**src/rtl/pwm_rf_pkg.sv**
```systemverilog
package pwm_rf_pkg;

    localparam int DATA_W    = 32;
    localparam int NUM_TYPES = 3;
    localparam int CNT_W     = 8;
    localparam int DIV_W     = 4;
    localparam int HCNT_W    = (1 << DIV_W) - 1;
    localparam int LCNT_W    = DIV_W + 1;

    // register word addresses
    localparam int A_CTRL   = 0;
    localparam int A_CLK_MN = 1;
    localparam int A_CLK_O  = 2;
    localparam int A_DUTY0  = 3;

    // control word bit positions
    localparam int B_RUN     = 0;
    localparam int B_EN0     = 8;
    localparam int B_SEL0_LO = 12;
    localparam int B_SEL0_HI = 3;

    typedef struct packed {
        logic [CNT_W-1:0] unit;
        logic [DIV_W-1:0] hexp;
        logic [DIV_W-1:0] lsel;
    } clk_cfg_t;

    typedef struct packed {
        logic [CNT_W-1:0] fall;
        logic [CNT_W-1:0] rise;
    } duty_t;

endpackage

```
**src/rtl/pwm_rf_regs.sv**
```systemverilog
module pwm_rf_regs
    import pwm_rf_pkg::*;
#(
    parameter int NUM_PORTS = 4,
    parameter int ADDR_W    = 3
) (
    input  logic                          clk,
    input  logic                          rst_n,
    input  logic                          wr_en,
    input  logic [ADDR_W-1:0]             wr_addr,
    input  logic [DATA_W-1:0]             wr_data,
    output logic                          run_o,
    output logic [NUM_PORTS-1:0]          port_en_o,
    output logic [NUM_PORTS-1:0][1:0]     port_sel_o,
    output clk_cfg_t [NUM_TYPES-1:0]      cfg_o,
    output duty_t [NUM_PORTS-1:0]         duty_o
);

    localparam int NUM_DUTY = NUM_PORTS / 2;

    typedef struct packed {
        logic                         run;
        logic [NUM_PORTS-1:0]         en;
        logic [NUM_PORTS-1:0]         sel_lo;
        logic [NUM_PORTS-1:0]         sel_hi;
        clk_cfg_t [NUM_TYPES-1:0]     cfg;
        duty_t [NUM_PORTS-1:0]        duty;
    } reg_state_t;

    reg_state_t st_q, st_d;

    always_comb begin
        st_d = st_q;
        if (wr_en) begin
            if (wr_addr == ADDR_W'(A_CTRL)) begin
                st_d.run = wr_data[B_RUN];
                for (int p = 0; p < NUM_PORTS; p++) begin
                    st_d.en[p]     = wr_data[B_EN0 + p];
                    st_d.sel_lo[p] = wr_data[B_SEL0_LO + p];
                    st_d.sel_hi[p] = wr_data[B_SEL0_HI + p];
                end
            end
            if (wr_addr == ADDR_W'(A_CLK_MN)) begin
                st_d.cfg[0] = clk_cfg_t'(wr_data[15:0]);
                st_d.cfg[1] = clk_cfg_t'(wr_data[31:16]);
            end
            if (wr_addr == ADDR_W'(A_CLK_O)) begin
                st_d.cfg[2] = clk_cfg_t'(wr_data[15:0]);
            end
            for (int k = 0; k < NUM_DUTY; k++) begin
                if (wr_addr == ADDR_W'(A_DUTY0 + k)) begin
                    st_d.duty[2*k]   = duty_t'(wr_data[15:0]);
                    st_d.duty[2*k+1] = duty_t'(wr_data[31:16]);
                end
            end
        end
    end

    always_ff @(posedge clk or negedge rst_n) begin
        if (!rst_n) st_q <= '0;
        else        st_q <= st_d;
    end

    assign run_o     = st_q.run;
    assign port_en_o = st_q.en;
    assign cfg_o     = st_q.cfg;
    assign duty_o    = st_q.duty;

    for (genvar p = 0; p < NUM_PORTS; p++) begin : g_sel
        assign port_sel_o[p] = {st_q.sel_hi[p], st_q.sel_lo[p]};
    end

endmodule

```
**src/rtl/pwm_rf_timebase.sv**
```systemverilog
module pwm_rf_timebase
    import pwm_rf_pkg::*;
(
    input  logic             clk,
    input  logic             rst_n,
    input  logic             run,
    input  clk_cfg_t         cfg_i,
    output logic [CNT_W-1:0] cnt_o,
    output logic             load_o
);

    localparam logic [HCNT_W-1:0] H_ONE = HCNT_W'(1);
    localparam logic [LCNT_W-1:0] L_ONE = LCNT_W'(1);
    localparam logic [CNT_W-1:0]  C_ONE = CNT_W'(1);

    typedef struct packed {
        logic [HCNT_W-1:0] hcnt;
        logic [LCNT_W-1:0] lcnt;
        logic [CNT_W-1:0]  cnt;
        clk_cfg_t          act;
    } tb_state_t;

    tb_state_t st_q, st_d;
    logic [HCNT_W-1:0] hmax;
    logic [LCNT_W-1:0] lmax;
    logic hlast, tick, wrap;

    always_comb begin
        hmax  = HCNT_W'((32'd1 << st_q.act.hexp) - 32'd1);
        lmax  = (st_q.act.lsel == '0) ? '0 : ({st_q.act.lsel, 1'b0} - L_ONE);
        hlast = (st_q.hcnt == hmax);
        tick  = hlast && (st_q.lcnt == lmax);
        wrap  = tick && (st_q.cnt == st_q.act.unit);
        load_o = !run || wrap;

        st_d = st_q;
        if (!run) begin
            st_d.hcnt = '0;
            st_d.lcnt = '0;
            st_d.cnt  = '0;
            st_d.act  = cfg_i;
        end else begin
            st_d.hcnt = hlast ? '0 : st_q.hcnt + H_ONE;
            if (hlast)
                st_d.lcnt = (st_q.lcnt == lmax) ? '0 : st_q.lcnt + L_ONE;
            if (tick)
                st_d.cnt = wrap ? '0 : st_q.cnt + C_ONE;
            if (wrap)
                st_d.act = cfg_i;
        end
    end

    always_ff @(posedge clk or negedge rst_n) begin
        if (!rst_n) st_q <= '0;
        else        st_q <= st_d;
    end

    assign cnt_o = st_q.cnt;

endmodule

```
**src/rtl/pwm_rf_port.sv**
```systemverilog
module pwm_rf_port
    import pwm_rf_pkg::*;
(
    input  logic             clk,
    input  logic             rst_n,
    input  logic             run,
    input  logic             en,
    input  logic             load,
    input  logic [CNT_W-1:0] cnt,
    input  duty_t            duty_i,
    output logic             pwm_o
);

    typedef struct packed {
        duty_t act;
        logic  pwm;
    } port_state_t;

    port_state_t st_q, st_d;
    logic in_win;

    always_comb begin
        if (st_q.act.rise < st_q.act.fall)
            in_win = (cnt >= st_q.act.rise) && (cnt < st_q.act.fall);
        else
            in_win = (cnt >= st_q.act.rise) || (cnt < st_q.act.fall);

        st_d     = st_q;
        st_d.pwm = run && en && in_win;
        if (load)
            st_d.act = duty_i;
    end

    always_ff @(posedge clk or negedge rst_n) begin
        if (!rst_n) st_q <= '0;
        else        st_q <= st_d;
    end

    assign pwm_o = st_q.pwm;

endmodule

```
**src/rtl/pwm_rf_gen.sv**
```systemverilog
module pwm_rf_gen
    import pwm_rf_pkg::*;
#(
    parameter int NUM_PORTS = 4,
    parameter int ADDR_W    = 3
) (
    input  logic                 clk,
    input  logic                 rst_n,
    input  logic                 wr_en,
    input  logic [ADDR_W-1:0]    wr_addr,
    input  logic [31:0]          wr_data,
    output logic [NUM_PORTS-1:0] pwm_o
);

    logic                            run;
    logic [NUM_PORTS-1:0]            port_en;
    logic [NUM_PORTS-1:0][1:0]       port_sel;
    clk_cfg_t [NUM_TYPES-1:0]        cfg;
    duty_t [NUM_PORTS-1:0]           duty;
    logic [NUM_TYPES-1:0][CNT_W-1:0] tb_cnt;
    logic [NUM_TYPES-1:0]            tb_load;

    pwm_rf_regs #(
        .NUM_PORTS (NUM_PORTS),
        .ADDR_W    (ADDR_W)
    ) u_regs (
        .clk        (clk),
        .rst_n      (rst_n),
        .wr_en      (wr_en),
        .wr_addr    (wr_addr),
        .wr_data    (wr_data),
        .run_o      (run),
        .port_en_o  (port_en),
        .port_sel_o (port_sel),
        .cfg_o      (cfg),
        .duty_o     (duty)
    );

    for (genvar t = 0; t < NUM_TYPES; t++) begin : g_type
        pwm_rf_timebase u_tb (
            .clk    (clk),
            .rst_n  (rst_n),
            .run    (run),
            .cfg_i  (cfg[t]),
            .cnt_o  (tb_cnt[t]),
            .load_o (tb_load[t])
        );
    end

    for (genvar p = 0; p < NUM_PORTS; p++) begin : g_port
        logic [CNT_W-1:0] sel_cnt;
        logic             sel_load;

        always_comb begin
            if (port_sel[p][1]) begin
                sel_cnt  = tb_cnt[2];
                sel_load = tb_load[2];
            end else if (port_sel[p][0]) begin
                sel_cnt  = tb_cnt[1];
                sel_load = tb_load[1];
            end else begin
                sel_cnt  = tb_cnt[0];
                sel_load = tb_load[0];
            end
        end

        pwm_rf_port u_port (
            .clk    (clk),
            .rst_n  (rst_n),
            .run    (run),
            .en     (port_en[p]),
            .load   (sel_load),
            .cnt    (sel_cnt),
            .duty_i (duty[p]),
            .pwm_o  (pwm_o[p])
        );
    end

endmodule

```
**config.mk**
```make
export PLATFORM = sky130hd
export DESIGN_NAME = pwm_rf_gen
export DESIGN_NICKNAME = d
export VERILOG_FILES = /design/src/rtl/pwm_rf_pkg.sv /design/src/rtl/pwm_rf_regs.sv /design/src/rtl/pwm_rf_timebase.sv /design/src/rtl/pwm_rf_port.sv /design/src/rtl/pwm_rf_gen.sv
export SDC_FILE = /design/constraint.sdc
export NUM_CORES = 1
export LEC_CHECK = 0
export BUFFER_PORTS_ARGS = -buffer_cell sky130_fd_sc_hd__buf_2
export CORE_ASPECT_RATIO = 0.9
export CORE_MARGIN = 1.5
export CORE_UTILIZATION = 55
export CTS_CLUSTER_DIAMETER = 100
export CTS_CLUSTER_SIZE = 8
export DETAILED_ROUTE_END_ITERATION = 6
export PLACE_DENSITY = 0.72
export RECOVER_POWER = 25
export SYNTH_ARGS = -nofsm -noshare
export SYNTH_HDL_FRONTEND = slang
export SYNTH_SLANG_ARGS = --single-unit
```
**constraint.sdc**
```tcl
create_clock -name clk -period 5.8 [get_ports clk]
set_input_delay 0.87 -clock clk [delete_from_list [all_inputs] [get_ports clk]]
set_output_delay 0.87 -clock clk [all_outputs]
set_load 0.02 [all_outputs]
```
; ---- Word-level counts from Yosys, hierarchy flattened
; Cells that the tools add are included.
; W data, S select, Z words.
[classes]
muxes = 44
n_shift = 3
addsub = 15
reduce_logical = 35
n_lt_le_gt_ge = 12
eq_ne = 22
[op_table]
columns = op, count
row1 = $mux W44, 3
row2 = $mux W8, 14
row3 = $lt A8 B8 Y1, 8
row4 = $mux W16, 3
row5 = $add A15 B1 Y15 const B, 3
row6 = $eq A15 B15 Y1, 3
row7 = $mux W15, 3
row8 = $mux W5, 9
row9 = $shl A1 B4 Y15 const A, 3
row10 = $sub A15 B1 Y15 const B, 3
row11 = $ge A8 B8 Y1, 4
row12 = $add A8 B1 Y8 const B, 3
row13 = $eq A8 B8 Y1, 3
row14 = $logic_and A1 B1 Y1, 18
row15 = $ne A2 B1 Y1 const B, 9
row16 = $add A5 B1 Y5 const B, 3
row17 = $eq A5 B5 Y1, 3
row18 = $sub A5 B1 Y5 const B, 3
row19 = $logic_not A4 Y1, 3
row20 = $mux W1, 12
row21 = $reduce_and A2 Y1, 5
row22 = $logic_or A1 B1 Y1, 7
row23 = $eq A3 B2 Y1 const B, 2
row24 = $eq A3 B1 Y1 const B, 1
row25 = other kinds (3), 3
[word_totals]
input_bits = 38
wordCells = 182
reg_bits = 325

; ---- Logic depth before layout (Yosys ltp)
[logic_depth]
ltp_word = 8
mapped_depth = 17

; ---- Hierarchy
; Synthesis repeated with hierarchy kept, for this count alone.
[unflattened]
hier_cells = 2144
hier_area_um2 = 20434.6
[by_module_without_submodules]
columns = mod, cells_per_inst, area_per_inst_um2, n_inst
row1 = pwm_rf_timebase, 425, 3473.3, 3
row2 = pwm_rf_regs, 269, 4732.0, 1
row3 = pwm_rf_port, 120, 1116.1, 4
row4 = pwm_rf_gen, 120, 818.3, 1

; ---- Least setup slack after synthesis
; OpenSTA, ideal clock, no wires.
[synth_path]
path_type = register to register
from = reg g_type[2].u_tb.st_q[6] in the netlist's numbering
to = reg g_port[1].u_port.st_q[13] in the netlist's numbering
arrival_ns = 3.519
setup_slack_ns = 2.156
stages_incl_launch_ff = 18
synth_period_minus_slack_ns = 3.644
required_ns = 5.675
path_cell_list = dfrtp_1 buf_2 clkbuf_1 nor2_1 nand2_1 ha_1 buf_6 nand2b_1 or3_1 nand3_1 or4b_4 o41ai_4 nand3_2 buf_6 nand2_2 o21ai_4 buf_6 mux2_4
[synth_via]
elab_chain_cells = 7
[synth_lines]
columns = item, line
row1 = "start, declared", pwm_rf_timebase.sv:23  ; tb_state_t st_q, st_d;
row2 = "start signal, assigned", pwm_rf_timebase.sv:55  ; else st_q <= st_d;
row3 = $shl A1 B4 Y15, pwm_rf_timebase.sv:29  ; hmax = HCNT_W'((32'd1 << st_q.act.hexp) - 32'd1);
row4 = $sub A15 B1 Y15, pwm_rf_timebase.sv:29
row5 = $eq A15 B15 Y1, pwm_rf_timebase.sv:31  ; hlast = (st_q.hcnt == hmax);
row6 = $logic_and A1 B1 Y1, pwm_rf_timebase.sv:32  ; tick = hlast && (st_q.lcnt == lmax);
row7 = $logic_and A1 B1 Y1, pwm_rf_timebase.sv:33  ; wrap = tick && (st_q.cnt == st_q.act.unit);
row8 = $logic_or A1 B1 Y1, pwm_rf_timebase.sv:34  ; load_o = !run || wrap;
row9 = $mux W1, pwm_rf_gen.sv:55  ; if (port_sel[p][1]) begin
row10 = "end signal, assigned", pwm_rf_port.sv:36  ; else st_q <= st_d;
row11 = "end, declared", pwm_rf_port.sv:19  ; port_state_t st_q, st_d;
; Every way passes these cells.
; A chain may end at the register's enable or synchronous reset.

; ---- Worst setup path in the final report
[layout_path]
from = reg g_type[0].u_tb.st_q[7] in the netlist's numbering
to = reg g_port[1].u_port.st_q[10] in the netlist's numbering
[layout_via]
elab_chain_cells = 8
[layout_lines]
columns = item, line
row1 = "start, declared", pwm_rf_timebase.sv:23
row2 = "start signal, assigned", pwm_rf_timebase.sv:55
row3 = $shl A1 B4 Y15, pwm_rf_timebase.sv:29
row4 = $sub A15 B1 Y15, pwm_rf_timebase.sv:29
row5 = $eq A15 B15 Y1, pwm_rf_timebase.sv:31
row6 = $logic_and A1 B1 Y1, pwm_rf_timebase.sv:32
row7 = $logic_and A1 B1 Y1, pwm_rf_timebase.sv:33
row8 = $logic_or A1 B1 Y1, pwm_rf_timebase.sv:34
row9 = $mux W1, pwm_rf_gen.sv:58  ; end else if (port_sel[p][0]) begin
row10 = $mux W1, pwm_rf_gen.sv:55
; Every way passes these cells.

==> results.toml <==
[synth]
avgSynthCellArea_um2 = 10.8
synth.top_cell.area_share_pct = 44.7
synth_area_leaders = "dfrtp_1, mux2_2, ha_1, xnor2_1, o21ai_0"
synth_ff_type = "dfrtp_1"
synth_cell_types = 82
ys_warn_count = 0
async_reset_ff_share_pct = 100
yosysSeqAreaShare_pct = 44.7
netlist_instances = 1686
synth_edf_count = 0
ys_ff_latch = 325
syn_area_um2 = 18200
syn_nets = 1824
yosysTopAreaCell = "dfrtp_1"

[critical_path]
crit_arrival_ps = 4980
cpMostUsedCell = "or3_1"
slowest_delay_ps = 640
worstSetupPathType = "register to register"
path_max_fanout = 23
critPathBufInv = 1
crit_required_ps = 6240
cp_slowest_cell = "o21a_1"
critPathTopFamily = "compound AO/OA/AOI/OAI gates"
cp-end-kind = "register"
startpoint_type = "register"
crit_chain = "nor3_1, nand2_1, ha_1, or3_1, a21oi_1, or3_1, a211oi_1, nand4_1, o21a_1, buf_4, mux2i_4, o21ai_4, mux2_2"

[timing]
setup_viol = 0
max-slew-margin-rel_pct = -179
final_hold_viol_count = 0
drv_slew = 94
rsz0062_at_grt = "no"
skew_ps = 40.2
min_period_ps = 4550
max_freq_ghz = 0.220
fin_ws_ps = 1250
post-route-period-util_pct = 78.4
finalSetupTns_ps = 0
worstMarginPinSlew_ps = 4180

[detailed_routing]
antenna_left = 0
num_vias = 12490
dr.pass1.iters = 4
routed_wirelength_um = 40500
routedWlPerCell_um = 19.2
drtIter0Drc = 956
vias_per_cell = 5.93
drcViolationCount = 0

[cells_and_area]
antennaDiodeCount = 0
ff_latch_area_um2 = 8130
fin_area_um2 = 19800
layout_commonest_cell = "dfrtp_1"
final_cell_mix = "dfrtp_1, mux2_2, o21ai_0, ha_1, nor2_1"
fin_nets = 1821
fillers = 2664
area_growth_pct = 8.59
multi_input_area_um2 = 9230
drive_gt1_share_pct = 21.5

[run_status]
violations = "max-capacitance violations, max-slew violations"
status = "finished with violations"

[pwr]
ir_drop_mv = 0.283
power_leakage_nw = 8.83
power_density_nw_per_um2 = 450

[clocking]
cts-buffers-inserted = 46
clock-sinks = 325
cts_tree = "yes"
clkLatencyLatePin_ps = 570
cts.repair.resized = 0
cts-root-buf = "clkbuf_16"
cts.htree.levels = 2
cts_hold_buffers = 0
postCtsSetupRepairBufs = 0
clk_pin_slew_ps = 50
clockBufferDepth = 3

[min_path]
min_path_type = "register to register"

[global_route]
grt-ovfl-total = 0
grt_max_degree = 114
antenna_found_initial = 1
grt_usage_pct = 24.3
grt_pass1_wl_um = 66000
grt_pass1_vias = 12195

[placement]
gp_congestion = 0.878
place_ws_ps = 1290
numPortBuffers = 41
placed_area_um2 = 18500
dp_hpwl_um = 27900

[floorplanning]
die_h_um = 176
num_rows = 63
core_area_um2 = 32800
dieArea_um2 = 34200
io_pins = 42
initial_utilization_pct = 55.5
die_w_um = 195

[run]
cap_viol_max_count = 1
[cell families after synthesis]
| kind of cell | after synthesis | share of synthesized area (%) |
|---|---|---|
| xor+xnor | 93 | 4.47 |
| fa+ha+maj | 101 | 6.93 |
| flops | 325 | 44.7 |
| buf+inv | 192 | 4.69 |
| mux | 278 | 17.7 |
| simple gates | 423 | 11.9 |
| compound gates | 274 | 9.55 |
[Yosys cell counts (all sizes together), types with 16 or more instances]
cell type  instances
xnor2             64
nand3             53
nand4             18
and3              28
or3               16
clkbuf            57
nor3              25
nor2              95
dfrtp            325
mux2             238
ha               100
nand2b            21
mux2i             40
nor2b             24
buf               48
a21oi             56
inv               87
xor2              29
o21ai            114
nand2             93
[cell type report]
class / instances / area share, %
Clock buffer: 47 / 5.95
Clock inverter: 3 / 0.279
Inverter: 87 / 1.65
Multi-Input combinational cell: 1169 / 46.7
Sequential cell: 325 / 41.1
Tap cell: 422 / 2.67
Timing Repair Buffer: 54 / 1.61
[registers in the layout (all words and copies together), names as in the netlist]
| name | cells |
|---|---|
| g_type.u_tb.st_q | 108 |
| g_port.u_port.st_q | 64 |
| u_regs.duty_o | 64 |
| u_regs.cfg_o | 48 |
| g_type.u_tb.cnt_o | 24 |
| u_regs.port_sel_o | 8 |
| g_port.u_port.pwm_o | 4 |
| u_regs.port_en_o | 4 |
| u_regs.run_o | 1 |
[per-stage QoR]
step / std cells / total power, mW / hold slack [ps] / utilization (%)
global route: 2107 / 9.50 / 511 / 60.3
detailed placement: 2057 / 6.53 / 471 / 56.5
CTS: 2107 / 8.94 / 344 / 60.3
finish: 2107 / 8.89 / 480 / 60.3
global placement: 2057 / 6.38 / 463 / 56.5
floorplan: 1686 / 5.90 / 454 / -
[worst register-to-register path, cell delays in order, from the launching register on]
cell,delay (ps)
dfrtp_1,620
nor3_1,390
nand2_1,100
ha_1,310
or3_1,400
a21oi_1,170
or3_1,120
a211oi_1,70
nand4_1,160
o21a_1,640
buf_4,340
mux2i_4,100
o21ai_4,580
mux2_2,420
[path summary, 6_finish.rpt]
path                                             start                        end  slack [ps]  depth (start not counted)
min in group asynchronous                        rst_n    g_type[2].u_tb.st_q[39]        1900                          1
worst min-delay path                 u_regs.duty_o[45]  g_port[2].u_port.st_q[14]         480                          1
worst max-delay path            g_type[0].u_tb.st_q[7]  g_port[1].u_port.st_q[10]        1250                         13
worst min register to register       u_regs.duty_o[45]  g_port[2].u_port.st_q[14]         480                          1
worst max register to register  g_type[0].u_tb.st_q[7]  g_port[1].u_port.st_q[10]        1250                         13
max in group asynchronous                        rst_n  g_port[3].u_port.st_q[16]        1440                          2
[power breakdown]
group,leakage [nW],switching [mW],internal [mW]
Sequential,4.07,0.749,2.88
Clock,0.604,0.950,1.42
Combinational,4.16,1.35,1.53
Total,8.83,3.05,5.84
[layer usage]
metal	track usage [%]	up-vias	share of wire, %
met5	0	-	0
met4	7.36	0	2.4
met3	3.74	68	4.7
met2	39.6	278	47
met1	33.8	6242	46
li1	-	5902	-
Note: power is estimated with default switching activity, not from simulation.
